===== src/rtl/bkpt_pkg.sv =====
package bkpt_pkg;
    localparam int ASID_W    = 8;
    localparam int NCH       = 2;
    localparam int QUAL_W    = 17;
    localparam int SEL_W     = 4;
    localparam int CH_STRIDE = 3;
    localparam int OFS_ADDR  = 0;
    localparam int OFS_MASK  = 1;
    localparam int OFS_QUAL  = 2;
    localparam int SEL_DVAL  = 6;
    localparam int SEL_DMASK = 7;
    localparam int SEL_CTRL  = 8;
    localparam int DATA_CH   = 1;

    localparam int QB_RD    = 13;
    localparam int QB_WR    = 14;
    localparam int QB_FETCH = 11;
    localparam int QB_DATA  = 12;

    typedef struct packed {
        logic [1:0]        size;
        logic              dir_wr;
        logic              dir_rd;
        logic              acc_data;
        logic              acc_fetch;
        logic              mst_oth;
        logic              mst_cpu;
        logic              asid_en;
        logic [ASID_W-1:0] asid;
    } qual_t;
endpackage


===== src/rtl/bkpt_regs.sv =====
module bkpt_regs
    import bkpt_pkg::*;
#(
    parameter int ADDR_W = 32,
    parameter int DATA_W = 32,
    parameter int WR_W   = 32
) (
    input  logic                             clk,
    input  logic                             rst_n,
    input  logic                             reg_we,
    input  logic [SEL_W-1:0]                 reg_sel,
    input  logic [WR_W-1:0]                  reg_wdata,
    output logic [NCH-1:0][ADDR_W-1:0]       addr_o,
    output logic [NCH-1:0][ADDR_W-1:0]       amask_o,
    output logic [NCH-1:0][QUAL_W-1:0]       qual_o,
    output logic [DATA_W-1:0]                dval_o,
    output logic [DATA_W-1:0]                dmask_o,
    output logic                             seq_o,
    output logic                             mode_chg_o,
    output logic                             clr_a_o,
    output logic                             clr_b_o
);
    typedef struct packed {
        logic [NCH-1:0][ADDR_W-1:0] addr;
        logic [NCH-1:0][ADDR_W-1:0] amask;
        logic [NCH-1:0][QUAL_W-1:0] qual;
        logic [DATA_W-1:0]          dval;
        logic [DATA_W-1:0]          dmask;
        logic                       seq;
    } rf_t;

    rf_t  rf_d, rf_q;
    logic ctrl_wr;

    always_comb begin
        rf_d    = rf_q;
        ctrl_wr = reg_we && (reg_sel == SEL_W'(SEL_CTRL));
        if (reg_we) begin
            for (int ch = 0; ch < NCH; ch++) begin
                if (reg_sel == SEL_W'(ch * CH_STRIDE + OFS_ADDR))
                    rf_d.addr[ch] = reg_wdata[ADDR_W-1:0];
                if (reg_sel == SEL_W'(ch * CH_STRIDE + OFS_MASK))
                    rf_d.amask[ch] = reg_wdata[ADDR_W-1:0];
                if (reg_sel == SEL_W'(ch * CH_STRIDE + OFS_QUAL))
                    rf_d.qual[ch] = reg_wdata[QUAL_W-1:0];
            end
            if (reg_sel == SEL_W'(SEL_DVAL))  rf_d.dval  = reg_wdata[DATA_W-1:0];
            if (reg_sel == SEL_W'(SEL_DMASK)) rf_d.dmask = reg_wdata[DATA_W-1:0];
        end
        if (ctrl_wr) rf_d.seq = reg_wdata[0];
    end

    always_ff @(posedge clk or negedge rst_n) begin
        if (!rst_n) rf_q <= '0;
        else        rf_q <= rf_d;
    end

    assign addr_o     = rf_q.addr;
    assign amask_o    = rf_q.amask;
    assign qual_o     = rf_q.qual;
    assign dval_o     = rf_q.dval;
    assign dmask_o    = rf_q.dmask;
    assign seq_o      = rf_q.seq;
    assign mode_chg_o = ctrl_wr && (reg_wdata[0] != rf_q.seq);
    assign clr_a_o    = ctrl_wr && reg_wdata[1];
    assign clr_b_o    = ctrl_wr && reg_wdata[2];
endmodule


===== src/rtl/bkpt_chan_cmp.sv =====
module bkpt_chan_cmp
    import bkpt_pkg::*;
#(
    parameter int ADDR_W = 32
) (
    input  logic [ADDR_W-1:0] tgt_addr,
    input  logic [ADDR_W-1:0] tgt_mask,
    input  logic [QUAL_W-1:0] qual_raw,
    input  logic              data_ok,
    input  logic [ADDR_W-1:0] bus_addr,
    input  logic [ASID_W-1:0] bus_asid,
    input  logic              bus_is_cpu,
    input  logic              bus_is_fetch,
    input  logic              bus_is_write,
    input  logic [1:0]        bus_size,
    output logic              hit
);
    qual_t q;
    logic  addr_ok, asid_ok, mst_ok, acc_ok, dir_ok, size_ok, eff_wr, odd_fetch;

    always_comb begin
        q         = qual_t'(qual_raw);
        addr_ok   = ((bus_addr ^ tgt_addr) & ~tgt_mask) == '0;
        asid_ok   = !q.asid_en || (bus_asid == q.asid);
        mst_ok    = bus_is_cpu ? q.mst_cpu : q.mst_oth;
        acc_ok    = bus_is_fetch ? q.acc_fetch : q.acc_data;
        eff_wr    = bus_is_write && !bus_is_fetch;
        dir_ok    = eff_wr ? q.dir_wr : q.dir_rd;
        size_ok   = (q.size == 2'd0) || (q.size == bus_size);
        odd_fetch = bus_is_fetch && tgt_addr[0] && !tgt_mask[0];
        hit       = addr_ok && asid_ok && mst_ok && acc_ok && dir_ok
                    && size_ok && data_ok && !odd_fetch;
    end
endmodule


===== src/rtl/bkpt_seq.sv =====
module bkpt_seq (
    input  logic clk,
    input  logic rst_n,
    input  logic bus_valid,
    input  logic hit_a,
    input  logic hit_b,
    input  logic seq_mode,
    input  logic mode_chg,
    input  logic clr_a,
    input  logic clr_b,
    output logic brk_req,
    output logic flag_a,
    output logic flag_b,
    output logic armed
);
    typedef struct packed {
        logic armed;
        logic flag_a;
        logic flag_b;
        logic brk;
    } seq_t;

    seq_t st_d, st_q;
    logic va, vb, set_a, set_b;

    always_comb begin
        st_d = st_q;
        va   = bus_valid && hit_a;
        vb   = bus_valid && hit_b;
        if (seq_mode) begin
            st_d.brk = vb && st_q.armed;
            set_a    = va;
            set_b    = st_d.brk;
        end else begin
            st_d.brk = va || vb;
            set_a    = va;
            set_b    = vb;
        end
        if (!seq_mode || mode_chg || st_d.brk) st_d.armed = 1'b0;
        else if (va)                           st_d.armed = 1'b1;
        st_d.flag_a = (st_q.flag_a && !clr_a) || set_a;
        st_d.flag_b = (st_q.flag_b && !clr_b) || set_b;
    end

    always_ff @(posedge clk or negedge rst_n) begin
        if (!rst_n) st_q <= '0;
        else        st_q <= st_d;
    end

    assign brk_req = st_q.brk;
    assign flag_a  = st_q.flag_a;
    assign flag_b  = st_q.flag_b;
    assign armed   = st_q.armed;
endmodule


===== src/rtl/bus_break_cmp.sv =====
module bus_break_cmp
    import bkpt_pkg::*;
#(
    parameter int ADDR_W = 32,
    parameter int DATA_W = 32,
    localparam int WR_W  = (ADDR_W > DATA_W) ? ADDR_W : DATA_W
) (
    input  logic              clk,
    input  logic              rst_n,
    input  logic              bus_valid,
    input  logic [ADDR_W-1:0] bus_addr,
    input  logic [DATA_W-1:0] bus_data,
    input  logic [ASID_W-1:0] bus_asid,
    input  logic              bus_is_cpu,
    input  logic              bus_is_fetch,
    input  logic              bus_is_write,
    input  logic [1:0]        bus_size,
    input  logic              reg_we,
    input  logic [SEL_W-1:0]  reg_sel,
    input  logic [WR_W-1:0]   reg_wdata,
    output logic              brk_req,
    output logic              match_a,
    output logic              match_b
);
    logic [NCH-1:0][ADDR_W-1:0] addr_w, amask_w;
    logic [NCH-1:0][QUAL_W-1:0] qual_w;
    logic [DATA_W-1:0]          dval_w, dmask_w;
    logic                       seq_w, mode_chg_w, clr_a_w, clr_b_w, armed_w;
    logic [NCH-1:0]             hit_w, dok_w;

    bkpt_regs #(.ADDR_W(ADDR_W), .DATA_W(DATA_W), .WR_W(WR_W)) u_regs (
        .clk(clk), .rst_n(rst_n), .reg_we(reg_we), .reg_sel(reg_sel),
        .reg_wdata(reg_wdata), .addr_o(addr_w), .amask_o(amask_w),
        .qual_o(qual_w), .dval_o(dval_w), .dmask_o(dmask_w), .seq_o(seq_w),
        .mode_chg_o(mode_chg_w), .clr_a_o(clr_a_w), .clr_b_o(clr_b_w)
    );

    for (genvar ch = 0; ch < NCH; ch++) begin : g_ch
        if (ch == DATA_CH) begin : g_data
            assign dok_w[ch] = bus_is_fetch || (((bus_data ^ dval_w) & ~dmask_w) == '0);
        end else begin : g_nodata
            assign dok_w[ch] = 1'b1;
        end
        bkpt_chan_cmp #(.ADDR_W(ADDR_W)) u_cmp (
            .tgt_addr(addr_w[ch]), .tgt_mask(amask_w[ch]), .qual_raw(qual_w[ch]),
            .data_ok(dok_w[ch]), .bus_addr(bus_addr), .bus_asid(bus_asid),
            .bus_is_cpu(bus_is_cpu), .bus_is_fetch(bus_is_fetch),
            .bus_is_write(bus_is_write), .bus_size(bus_size), .hit(hit_w[ch])
        );
    end

    bkpt_seq u_seq (
        .clk(clk), .rst_n(rst_n), .bus_valid(bus_valid), .hit_a(hit_w[0]),
        .hit_b(hit_w[1]), .seq_mode(seq_w), .mode_chg(mode_chg_w),
        .clr_a(clr_a_w), .clr_b(clr_b_w), .brk_req(brk_req),
        .flag_a(match_a), .flag_b(match_b), .armed(armed_w)
    );
endmodule


===== config.mk =====
export PLATFORM = sky130hd
export DESIGN_NAME = bus_break_cmp
export DESIGN_NICKNAME = d
export VERILOG_FILES = /design/src/rtl/bkpt_pkg.sv /design/src/rtl/bkpt_regs.sv /design/src/rtl/bkpt_chan_cmp.sv /design/src/rtl/bkpt_seq.sv /design/src/rtl/bus_break_cmp.sv
export SDC_FILE = /design/constraint.sdc
export NUM_CORES = 1
export LEC_CHECK = 0
export ABC_AREA = 1
export CAP_MARGIN = 20
export CORE_MARGIN = 2
export CORE_UTILIZATION = 61
export DETAILED_ROUTE_END_ITERATION = 6
export PLACE_DENSITY = 0.84
export SLEW_MARGIN = 20
export SYNTH_ARGS = -nofsm -noshare
export SYNTH_HDL_FRONTEND = slang
export SYNTH_HIERARCHICAL = 1
export SYNTH_SLANG_ARGS = --single-unit

===== constraint.sdc =====
create_clock -name clk -period 3.35 [get_ports clk]
set_input_delay 0.67 -clock clk [delete_from_list [all_inputs] [get_ports clk]]
set_output_delay 0.67 -clock clk [all_outputs]
set_load 0.02 [all_outputs]

==> impl_metrics.py, run 1 <==
metrics = {
    "setup_path": {
        "rrSetupSlack_ns": 1.17,
        "path_class": "in -> reg",
        "crit_fanout": 2,
        "required_ns": 3.77,
        "path_buf_inv": 2,
        "path_cells": "clkdlybuf4s50_1 -> or2_1 -> nand2_1 -> nand2_1 -> nor2_1 -> nand2_1 -> nor2_1 -> nand2_1 -> nand2_1 -> o21a_1 -> nand2_1 -> nor2_1 -> nand2_1 -> a21oi_2 -> nand2_1 -> nor2_2 -> nand2_1 -> inv_1 -> nand2_2 -> nand2_2 -> nor2_2",
        "end_kind": "flop",
        "slowest_stage": "clkdlybuf4s50_1",
        "cpLargestDelayFamily": "simple AND/OR/NAND/NOR gates",
        "cp_slowest_stage_delay_ns": 0.42,
        "crit_top_cell": "nand2_1",
        "cp.arrival_ns": 2.77,
        "crit_path_start_kind": "input pin",
    },
    "clock_tree": {
        "numCtsBuffers": 25,
        "clock_latency_ns": 0.52,
        "cts_hold_buf": 0,
        "cts_htree_levels": 1,
        "clk_pin_slew_worst_paths_ns": 0.06,
        "cts_tree": "yes",
        "root_buffer": "clkbuf_16",
        "cts.sinks": 231,
        "postCtsSetupBuffers": 0,
        "cts_buffer_depth": 3,
        "cts_resized": 0,
    },
    "sta": {
        "fmax_ghz": 0.4251,
        "slew_violations": 0,
        "hold_viol_final": 0,
        "relSlewSlack": 0.4850,
        "rsz0062_at_grt": "false",
        "min_period_ns": 2.352,
        "setup_viol": 0,
        "clock_skew_ns": 0.008659,
        "period_share": 0.7022,
        "worst_pin_slew_ns": 0.7724,
        "tns_ns": 0,
    },
    "die": {
        "core_sq_um": 19530,
        "start_util": 0.6232,
        "num_rows": 51,
        "dieHeight_microns": 145.2,
        "num_io_pins": 120,
        "die-width_microns": 145.2,
        "die-area_sq_um": 21090,
    },
    "final_layout": {
        "fillers": 1513,
        "final_cells": 2069,
        "drive_gt1_frac": 0.05599,
        "area_delta_synth_final_pct": 19.52,
        "fin_nets": 1903,
        "num_antenna_cells": 0,
    },
    "synth": {
        "syn_nets": 1808,
        "syn-mean-instance-area_sq_um": 7.196,
        "synth-warning-count": 6,
        "synth_top_area_share": 0.4750,
        "syn_area_sq_um": 12170,
        "yosysSeqAreaShare": 0.4750,
        "synth.most_common_cell": "nand2_1",
        "syn_inst": 1691,
        "synthTopCellsByCount": "nand2_1, dfrtp_1, inv_1",
        "ys_ff_latch": 231,
        "yosysUniqueCellTypes": 27,
        "synthArstFlopShare": 1.000,
        "ys.flop_type": "dfrtp_1",
        "synth_edf_count": 0,
        "ys_top_cells_by_area": "dfrtp_1, nand2_1, nand4_1",
        "synth_top_area_cell": "dfrtp_1",
    },
    "power": {
        "total_leakage_power_nw": 7.749,
        "power_mw": 8.549,
        "p_clk_frac": 0.351,
        "internal_power_mw": 5.991,
        "ir_worst_vdd_mv": 0.4210,
        "pwr-share-seq": 0.441,
        "p_sw_mw": 2.559,
        "p_sw_frac": 0.2993,
        "comb_power_share": 0.209,
        "power_density_nw_per_um2": 587.8,
    },
    "global_route": {
        "grt_overflow": 0,
        "first_global_vias": 11118,
        "antenna_found_initial": 0,
        "grt_pass1_wl_mm": 56.33,
        "grt_max_degree": 100,
        "track_usage": 0.3318,
    },
    "route": {
        "viasPerCell": 5.519,
        "drt_first_pass_iters": 6,
        "route.detailed.drc": 0,
        "wl_per_cell_microns": 16.77,
        "ant_nets": 0,
        "wl_mm": 34.70,
        "via_count": 11418,
        "drt-initial-drc-count": 1019,
    },
    "placement": {
        "numPlacedInstances": 2024,
        "place_congestion": 0.8961,
        "hpwl_mm": 23.36,
        "placement.io_buffers": 119,
    },
    "job": {
        "drv_cap": 0,
    },
    "min_path": {
        "hp-class": "in -> async",
    },
    "outcome": {
        "status": "completed",
    },
}
[path summary, 6_finish.rpt]
| path | from | to | depth (start not counted) |
|---|---|---|---|
| max | bus_data[30] | u_seq/armed | 21 |
| min | rst_n | u_regs/qual_o[24] | 1 |
| max reg2reg | u_regs/dval_o[30] | u_seq/armed | 20 |
| min reg2reg | u_regs/dmask_o[19] | u_regs/dmask_o[19] | 2 |
| max in group asynchronous | rst_n | u_regs/dmask_o[29] | 2 |
| min in group clk | u_regs/dmask_o[19] | u_regs/dmask_o[19] | 2 |
[flip-flops by register name, summed over array words and instances, names as in the netlist]
register,cells
u_regs/dval_o,32
u_seq/flag_a,1
u_seq/flag_b,1
u_regs/qual_o,34
u_seq/armed,1
u_regs/addr_o,64
u_regs/amask_o,64
u_regs/seq_o,1
u_seq/brk_req,1
u_regs/dmask_o,32
[through the flow]
stage          worst slack [ns]  cell area (sq um)  hold WS [ns]    util
3_5_place_dp             0.4864              13650        0.4502  0.6990
5_1_grt                  0.8269              14550        0.2195  0.7449
6_report                 0.9976              14550        0.1817  0.7449
4_1_cts                   1.034              14550        0.2118  0.7449
3_3_place_gp             0.5700              13650        0.4460  0.6990
2_1_floorplan             1.234              12170        0.3744       -
[metal layers]
metal,part of all wire,track usage
met1,0.39,0.4486
met3,0.11,0.06069
met5,0,0
met2,0.47,0.5334
met4,0.036,0.1333
[power by group through the flow]
stage                     Sequential, mW  Clock, mW  Combinational (mW)
after global placement              3.77          0                1.68
after floorplan                     3.71          0                1.17
after CTS                           3.76       3.02                1.77
after detailed placement            3.80          0                1.75
after global routing                3.84       3.13                2.03
final                               3.77       3.00                1.79
[placed cells by master (no fill, tap or decap)]
cell             instances
bufinv_16                5
clkinvlp_4               1
buf_8                    1
nor2_2                  12
buf_12                   3
clkbuf_8                 5
xnor2_1                 11
nand4_1                120
a21oi_2                  2
clkinv_1                 1
inv_6                    1
or2_1                   12
clkbuf_16               25
xor2_1                   2
clkdlybuf4s50_1        117
nor2_1                  77
dfrtp_1                231
clkbuf_1                 3
o21ai_1                 10
or2_0                    3
nand2_1                769
o21a_1                   2
o211ai_1                 2
conb_1                   1
clkinv_2                 5
a21oi_1                 23
o21bai_1                59
o21ai_0                 16
inv_1                  197
nand3_1                 29
nand3_2                  2
nor2_4                   2
nand3b_1                18
buf_4                   35
nand2_2                  2
[kinds of logic (layout without fill, tap and decap cells)]
group,Yosys count,in the layout,share of synthesized area
other,1,1,0.0003082
AND/OR/NAND/NOR,1046,1046,0.3622
buffers and inverters,286,399,0.09264
XOR/XNOR,13,13,0.009356
AO/OA/AOI/OAI,114,114,0.06046
flip-flops,231,231,0.4750
[area by class of cell]
class / instances / area, sq um / share of cell area
multi-input cells: 1174 / 5284 / 0.3633
well taps: 265 / 331.6 / 0.02280
flip-flops and latches: 231 / 5781 / 0.3974
repair buffers: 156 / 1509 / 0.1037
inverters: 198 / 743.2 / 0.05110
clock buffers: 33 / 705.7 / 0.04852
clock inverters: 12 / 191.4 / 0.01316
(Power assumes the default switching activity.)
==> run 2: changes to the inputs <==
--- a/config.mk
+++ b/config.mk
@@ -8,9 +8,9 @@
 export ABC_AREA = 1
 export CAP_MARGIN = 20
 export CORE_MARGIN = 2
-export CORE_UTILIZATION = 61
+export CORE_UTILIZATION = 52
 export DETAILED_ROUTE_END_ITERATION = 6
-export PLACE_DENSITY = 0.84
+export PLACE_DENSITY = 0.77
 export SLEW_MARGIN = 20
 export SYNTH_ARGS = -nofsm -noshare
 export SYNTH_HDL_FRONTEND = slang
==> constraint.sdc (replaced) <==
create_clock -name clk -period 1.9 [get_ports clk]
set_input_delay 0.38 -clock clk [delete_from_list [all_inputs] [get_ports clk]]
set_output_delay 0.38 -clock clk [all_outputs]
set_load 0.02 [all_outputs]
==> run 2 against run 1 <==
  * The run now ends with setup timing left
  * First-iteration DRC count shrank 13%
  * Wire length is 0.90% higher
  * Non-clock buffer count is 39 higher
  * Worst setup slack lost 1.2 ns
  * Core utilization is 9.1 points lower
  * Sequential share of layout area shrank 0.92 points
  * Combinational power up 85%
  * Clock-buffer cell count up 3
  * Global-route usage is 4.0 points lower
  * Clock skew is 0.0086 ns higher
  * Register-to-register slack lost 1.3 ns
  * Worst hold slack better by 0.050 ns
  * Largest cell class unchanged
  * Highest routed layer unchanged
==> impl_metrics.py, run 2 (same netlist as run 1, synthesis figures left out) <==
metrics = {
    "sta": {
        "hold_viol_final": 0,
        "period_share": 1.084,
        "clock_skew_ns": 0.01731,
        "worst_pin_slew_ns": 0.5403,
        "slew_violations": 0,
        "setup_viol": 3,
        "finalWorstSetupSlack_ns": -0.1588,
        "fmax_ghz": 0.4857,
        "rsz0062_at_grt": "true",
        "tns_ns": -0.3395,
        "min_period_ns": 2.059,
        "relSlewSlack": 0.6387,
        "hold_slack_ns": 0.2317,
    },
    "global_route": {
        "grt_pass1_wl_mm": 56.58,
        "grt_max_degree": 68,
        "antenna_found_initial": 0,
        "grt_overflow": 0,
        "track_usage": 0.2921,
        "first_global_vias": 10933,
    },
    "setup_path": {
        "r2r_cells": 20,
        "path_class": "reg -> reg",
        "crit_top_cell": "nand2_1",
        "path_cells": "or2_1 -> nand2_1 -> nand2_1 -> nor2_1 -> nand2_1 -> nor2_1 -> nand2_1 -> nand2_1 -> o21a_1 -> nand2_1 -> nor2_1 -> nand2_1 -> a21oi_2 -> nand2_1 -> nor2_2 -> nand2_1 -> inv_1 -> nand2_2 -> nand2_2 -> nor2_2",
        "crit_fanout": 2,
        "crit_path_start_kind": "flop",
        "rrSetupSlack_ns": -0.16,
        "crit_start": "u_regs/dval_o[31]",
        "cp_slowest_stage_delay_ns": 0.37,
        "rr_startpoint": "u_regs/dval_o[31]",
        "r2r-end": "u_seq/armed",
        "required_ns": 2.32,
        "cp.arrival_ns": 2.48,
        "slowest_stage": "dfrtp_1",
        "end_kind": "flop",
    },
    "min_path": {
        "min-delay-start": "reg_we",
        "holdPathStages": 3,
        "hp-class": "in -> reg",
        "worstHoldEndpoint": "u_regs/seq_o",
    },
    "power": {
        "comb_power_share": 0.231,
        "ir_worst_vdd_mv": 0.6115,
        "power_density_nw_per_um2": 964.7,
        "total_leakage_power_nw": 7.931,
        "pwr-share-seq": 0.461,
        "p_sw_mw": 4.365,
        "internal_power_mw": 9.998,
        "p_clk_frac": 0.309,
        "p_sw_frac": 0.3039,
    },
    "route": {
        "via_count": 11320,
        "wl_mm": 35.02,
        "drt_first_pass_iters": 5,
        "viasPerCell": 5.268,
        "wl_per_cell_microns": 16.29,
        "route.detailed.drc": 0,
        "drt-initial-drc-count": 884,
        "ant_nets": 0,
    },
    "final_layout": {
        "mostFrequentLayoutCells": "nand2_1, dfrtp_1, inv_1",
        "fin_nets": 1942,
        "area_delta_synth_final_pct": 22.35,
        "drive_gt1_frac": 0.07190,
        "multiInputGateArea_sq_um": 5291,
        "mostFrequentLayoutCell": "nand2_1",
        "num_antenna_cells": 0,
        "seq_area_sq_um": 5781,
        "fillers": 1907,
        "final_cells": 2149,
        "postLayoutCellArea_sq_um": 14890,
    },
    "outcome": {
        "status": "complete, but fails checks",
        "violations": "setup timing",
    },
    "clock_tree": {
        "cts.sinks": 231,
        "clk_pin_slew_worst_paths_ns": 0.06,
        "numCtsBuffers": 25,
        "root_buffer": "clkbuf_16",
        "clock_latency_ns": 0.52,
        "cts_tree": "yes",
        "cts_buffer_depth": 3,
        "cts_htree_levels": 1,
    },
    "die": {
        "core_sq_um": 22780,
        "dieHeight_microns": 157.0,
        "die-area_sq_um": 24640,
        "num_io_pins": 120,
        "num_rows": 55,
        "start_util": 0.5342,
        "die-width_microns": 157.0,
    },
    "placement": {
        "dpl_cell_area_sq_um": 14130,
        "place_congestion": 0.9321,
        "numPlacedInstances": 2108,
        "placement.io_buffers": 119,
        "hpwl_mm": 23.95,
    },
    "job": {
        "drv_cap": 0,
    },
}
-- run 2: worst max path at each step --
stage / endpoint / slack (ns) / depth (start not counted)
final: u_seq/armed / -0.16 / 20
after global routing: u_seq/armed / -0.38 / 20
after CTS: u_seq/armed / -0.17 / 20
after detailed placement: u_seq/armed / -0.63 / 21
after global placement: u_seq/armed / -0.61 / 21
after floorplan: u_seq/armed / 0.07 / 20
-- run 2: critical path, delay by kind of cell, from the launching register on --
kind | cells | cell delay (ns)
buf+inv | 1 | 0.06
flops | 1 | 0.37
simple gates | 17 | 1.29
compound gates | 2 | 0.21
-- run 2: stage by stage --
step	util	setup slack, ns	total power [mW]
after floorplan	-	0.06733	8.602
after global placement	0.6203	-0.6124	9.789
after detailed placement	0.6203	-0.6262	9.942
after CTS	0.6528	-0.1678	14.40
after global routing	0.6537	-0.3805	15.25
final	0.6537	-0.1588	14.36
-- run 2: layer usage --
layer  part of all wire  GRT usage  vias up
met3              0.081    0.04295       71
met5                  0          0        -
li1                   -          -     5504
met4              0.027    0.08563        0
met2               0.48     0.4839      484
met1               0.41     0.4010     5261
-- run 2: layout make-up --
type | instances | area share
multi-input cells | 1174 | 0.3554
repair buffers | 195 | 0.1313
inverters | 198 | 0.04992
clock inverters | 2 | 0.0006723
well taps | 313 | 0.02630
clock buffers | 36 | 0.04815
flip-flops and latches | 231 | 0.3882
-- run 2: what timing repair did --
action,4_1_cts,5_1_grt
pin swaps,6,0
endpoints found under the setup margin,4,4
gates resized for setup,4,2
cloned,0,0
buffers inserted,0,2
hold endpoints to repair,36,0
hold buffers,1,0
-- run 2: power groups by stage --
stage          clock network, mW  logic, mW  registers, mW
2_1_floorplan                  0       2.06           6.54
6_report                    4.43       3.31           6.62
3_5_place_dp                   0       3.26           6.68
3_3_place_gp                   0       3.15           6.64
5_1_grt                     4.73       3.77           6.75
4_1_cts                     4.50       3.30           6.61
